**config.mk**
```make
export PLATFORM = sky130hd
export DESIGN_NAME = msix_vec_ctrl
export DESIGN_NICKNAME = d
export VERILOG_FILES = /design/src/rtl/msix_vec_ctrl.sv
export SDC_FILE = /design/constraint.sdc
export NUM_CORES = 2
export LEC_CHECK = 0
export CAP_MARGIN = 20
export CORE_ASPECT_RATIO = 0.6
export CORE_MARGIN = 5
export CORE_UTILIZATION = 55
export DETAILED_ROUTE_END_ITERATION = 12
export DONT_BUFFER_PORTS = 1
export PLACE_DENSITY = 0.73
export SYNTH_ARGS = -nofsm -noshare
export SYNTH_HDL_FRONTEND = slang
export SYNTH_SLANG_ARGS = --single-unit
```
**constraint.sdc**
```tcl
create_clock -name clk -period 2.7 [get_ports clk]
set_clock_uncertainty 0.1 [all_clocks]
set_input_delay 0.54 -clock clk [delete_from_list [all_inputs] [get_ports clk]]
set_output_delay 0.54 -clock clk [all_outputs]
set_load 0.01 [all_outputs]
```
**src/rtl/msix_vec_ctrl.sv**
```systemverilog
module msix_vec_ctrl #(
  parameter int NUM_VEC = 8,
  parameter int VEC_W   = 8,
  parameter int REG_AW  = 12
) (
  input  logic                clk,
  input  logic                rst,
  input  logic                reg_wr,
  input  logic                reg_rd,
  input  logic [REG_AW-1:0]   reg_addr,
  input  logic [31:0]         reg_wdata,
  output logic [31:0]         reg_rdata,
  input  logic                func_mask,
  input  logic [NUM_VEC-1:0]  vec_in_use,
  input  logic                raise,
  input  logic [VEC_W-1:0]    raise_vec,
  output logic                msg_valid,
  input  logic                msg_ready,
  output logic [63:0]         msg_addr,
  output logic [31:0]         msg_data
);

  localparam int IDX_W  = (NUM_VEC > 1) ? $clog2(NUM_VEC) : 1;
  localparam int EW     = REG_AW - 5;
  localparam int PW     = REG_AW - 3;
  localparam int PBA_DW = (NUM_VEC + 31) / 32;

  logic [31:0] t_lo  [NUM_VEC];
  logic [31:0] t_hi  [NUM_VEC];
  logic [31:0] t_dat [NUM_VEC];
  logic [NUM_VEC-1:0] t_msk, pend, armed, masked, replay, raise_hot, launch_hot;
  logic [PBA_DW*32-1:0] pend_pad;
  logic [31:0] rd_mux;
  logic [IDX_W-1:0] sel;
  logic raise_ok, go, unused_lsb;

  wire          pba_sel = reg_addr[REG_AW-1];
  wire [EW-1:0] ent     = reg_addr[REG_AW-2:4];
  wire [1:0]    wsel    = reg_addr[3:2];
  wire [PW-1:0] pidx    = reg_addr[REG_AW-2:2];

  assign unused_lsb = ^reg_addr[1:0];
  assign pend_pad   = (PBA_DW*32)'(pend);

  always_ff @(posedge clk) begin
    if (rst) begin
      for (int e = 0; e < NUM_VEC; e++) begin
        t_lo[e]  <= '0;
        t_hi[e]  <= '0;
        t_dat[e] <= '0;
      end
      t_msk <= '1;
    end else if (reg_wr && !pba_sel) begin
      for (int e = 0; e < NUM_VEC; e++) begin
        if (ent == EW'(e)) begin
          case (wsel)
            2'd0: t_lo[e]  <= reg_wdata;
            2'd1: t_hi[e]  <= reg_wdata;
            2'd2: t_dat[e] <= reg_wdata;
            default: t_msk[e] <= reg_wdata[0];
          endcase
        end
      end
    end
  end

  always_comb begin
    rd_mux = '0;
    if (pba_sel) begin
      for (int k = 0; k < PBA_DW; k++)
        if (pidx == PW'(k)) rd_mux = pend_pad[k*32 +: 32];
    end else begin
      for (int e = 0; e < NUM_VEC; e++) begin
        if (ent == EW'(e)) begin
          case (wsel)
            2'd0: rd_mux = t_lo[e];
            2'd1: rd_mux = t_hi[e];
            2'd2: rd_mux = t_dat[e];
            default: rd_mux = {31'b0, t_msk[e]};
          endcase
        end
      end
    end
  end

  always_ff @(posedge clk) begin
    if (rst)         reg_rdata <= '0;
    else if (reg_rd) reg_rdata <= rd_mux;
  end

  assign masked    = t_msk | {NUM_VEC{func_mask}};
  assign raise_ok  = raise && (raise_vec < VEC_W'(NUM_VEC)) && vec_in_use[raise_vec[IDX_W-1:0]];
  assign raise_hot = raise_ok ? (NUM_VEC'(1) << raise_vec[IDX_W-1:0]) : '0;
  assign replay    = pend & ~masked;
  assign go        = !msg_valid && (|armed);

  always_comb begin
    sel = '0;
    for (int i = NUM_VEC - 1; i >= 0; i--)
      if (armed[i]) sel = IDX_W'(i);
  end

  assign launch_hot = go ? (NUM_VEC'(1) << sel) : '0;

  always_ff @(posedge clk) begin
    if (rst) begin
      pend  <= '0;
      armed <= '0;
    end else begin
      pend  <= (pend & ~replay) | (raise_hot & masked);
      armed <= (armed & ~launch_hot) | (raise_hot & ~masked) | replay;
    end
  end

  always_ff @(posedge clk) begin
    if (rst) begin
      msg_valid <= 1'b0;
      msg_addr  <= '0;
      msg_data  <= '0;
    end else if (msg_valid && msg_ready) begin
      msg_valid <= 1'b0;
    end else if (go) begin
      msg_valid <= 1'b1;
      msg_addr  <= {t_hi[sel], t_lo[sel]};
      msg_data  <= t_dat[sel];
    end
  end

endmodule

```
==> results.toml <==
[outcome]
outcome = "finished, violations left"
violations = "negative setup slack"

[floorplan]
io_pins = 196
num_rows = 80
die_w_um = 375
start_util_pct = 55.4
dieArea_um2 = 86000
core-area_um2 = 79400
die_h_um = 229

[logic_synthesis]
synth_top_area_share_pct = 52.4
synth.avg_cell_area_um2 = 10.7
yosysWarnings = 0
yosys_register_bits = 921
syn_inst = 4127
synth_nets = 4194
synth.distinct_cells = 69
ys.flop_type = "edfxtp_1"
netlist_top_cells_area = "edfxtp_1 (52%), dfxtp_1 (7.0%), nor2_1 (6.7%)"
synth_top_area_cell = "edfxtp_1"
synth_area_um2 = 44000
synth_edf_count = 768
synthArstFlopShare_pct = 0
ys_seq_area_share_pct = 59.4

[timing]
rsz0062_at_grt = "no"
setup_violations = 1
hold_viol = 0
worst_pin_slew_ns = 1.03
layout_min_cycle_time_ns = 2.72
fin_ws_ns = -0.0229
hold_slack_ns = 0.0263
maxSlewViolCount = 0
slew_headroom_pct = 30.9
timing.fmax_mhz = 367
finalCritPeriodShare_pct = 101

[global_route]
first_global_vias = 35300
antenna_found_initial = 6
grt_usage_pct = 41.5
grt_max_degree = 262
grt_pass1_wl_um = 257000
grt_remaining_overflow = 0

[pwr]
leakage_nw = 17.6
ir_drop_mv = 0.446
fin_total_pwr_mw = 31.8
power_density_nw_per_um2 = 645

[worst_setup_path]
required_ns = 3.22
start_kind = "primary input"
cp_max_fo = 261
crit_start = "reg_addr[3]"
path_class = "primary input to flop"
r2r_start = "armed[3]"
worstPathArrival_ns = 3.24
end_kind = "flop"

[route]
first_pass_iters = 12
drt_iter0_drc = 8594
route.detailed.drc = 0
wl_per_cell_um = 35.5
vias = 38400
drt-vias-per-instance = 7.39
ant_nets = 0
wl_um = 185000

[cts]
ctsHtreeMaxLevel = 3
cts-root-buf = "clkbuf_16"
cts.clk_slew.worst_paths_ns = 0.07
post_cts_buffers = 0
cts_tree = "done"
cts_made_buffers = 85
clock_latency_ns = 0.67
cts.sinks = 921
clockBufferDepth = 3

[cells_and_area]
drive_gt1_share_pct = 12.6
areaGrowthSynthToFinish_pct = 12.0
nets = 4121
fin_util_pct = 62.1

[hold_path]
hp-class = "primary input to flop"
hp-start = "reg_addr[11]"

[placed_design]
gp_congestion = 0.966
portBuffers = 0
place_hpwl_um = 112000
pre_cts_slack_ns = 0.0891

[flow_run]
drv_cap = 0
-- logic make-up (layout without fill, tap and decap cells) --
kind of cell / after synthesis / after routing / share of synthesized area (%)
AND/OR/NAND/NOR: 1488 / 1488 / 13.5
AO/OA/AOI/OAI: 1018 / 1018 / 16.1
flip-flops: 921 / 921 / 59.4
multiplexers: 258 / 258 / 6.27
other: 0 / 6 / 0
buffers and inverters: 442 / 441 / 4.77
-- Yosys cell counts, types with 40 or more instances --
library cell  instances
edfxtp_1            768
clkbuf_1            211
mux2i_1             190
mux2_2               59
nor2_1              786
a221oi_1            252
o22ai_1             138
a22o_1               64
o21ai_0              85
nand2b_1             64
buf_2               124
nand2_1             577
dfxtp_1             153
inv_1                40
a21oi_1             293
-- cell usage in the layout (no fill, tap or decap), drive strengths merged, types with 9 or more instances in the layout --
master	instances
a31oi	12
dfxtp	153
o21ai	89
edfxtp	768
a32oi	24
clkbuf	110
inv	46
a22oi	38
clkinv	28
a22o	64
a222oi	11
o211ai	13
buf	232
nor2	788
nor3	18
o311ai	9
mux2	60
nand2b	64
nand3	10
a21o	10
bufinv	12
mux2i	190
a221oi	255
o22ai	138
nand2	578
a21oi	296
dlygate4sd3	10
-- final timing paths --
kind / end / slack (ns) / cells after the start
max: reg_rdata[4] / -0.02 / 8
min: reg_rdata[7] / 0.03 / 2
max reg2reg: msg_addr[19] / 0.07 / 7
min reg2reg: armed[6] / 0.41 / 2
-- sequential cells by signal (all words and copies together) (netlist names) --
register and cells:
armed 8, msg_addr 64, msg_data 32, msg_valid 1, pend 8, reg_rdata 32, t_dat 256, t_hi 256
t_lo 256, t_msk 8
-- power by group --
group / leakage (nW) / internal [mW] / switching, mW / total, mW
registers: 8.55 / 16.1 / 0.409 / 16.5
clock network: 1.43 / 7.29 / 5.57 / 12.9
logic: 7.59 / 0.821 / 1.60 / 2.42
-- through the flow --
stage	TNS [ns]	std cells	instance area (um2)
after global routing	0	5193	49300
final	-0.0229	5198	49300
after global placement	0	5022	46200
after CTS	0	5192	49200
after floorplan	-53.66	4127	44000
after detailed placement	0	5022	46200
-- metal layers --
metal  vias up  wire length (um)  track usage [%]
met5         -               376             1.50
met1     18100             64400             56.3
met2      4437             67800             51.8
li1      15100                 -                -
met4        14             11500             20.0
met3       819             40600             24.7
-- repair_timing --
| action | 4_1_cts | 5_1_grt |
|---|---|---|
| hold buffers | 11 | 0 |
| gates resized for setup | 0 | 2 |
| endpoints found under the hold margin | 129 | 0 |
| endpoints found under the setup margin | 0 | 1 |
-- cell type report --
cell class	instances	area [um2]
flip-flops and latches	921	26100
well taps	1066	1330
diodes	6	15.0
clock inverters	49	563
repair buffers	242	2740
multi-input cells	2764	16000
clock buffers	110	2340
fillers	6103	30100
inverters	40	150
-- worst max-delay path, cell delays in order --
cell and delay, ns:
nor2b_4 0.47, buf_12 0.26, a21oi_1 0.09, o21ai_0 0.12
and3_1 0.21, o221ai_1 0.25, a221oi_2 0.31, dlygate4sd3_1 0.57
No activity file was read; power rests on OpenSTA's default activity.
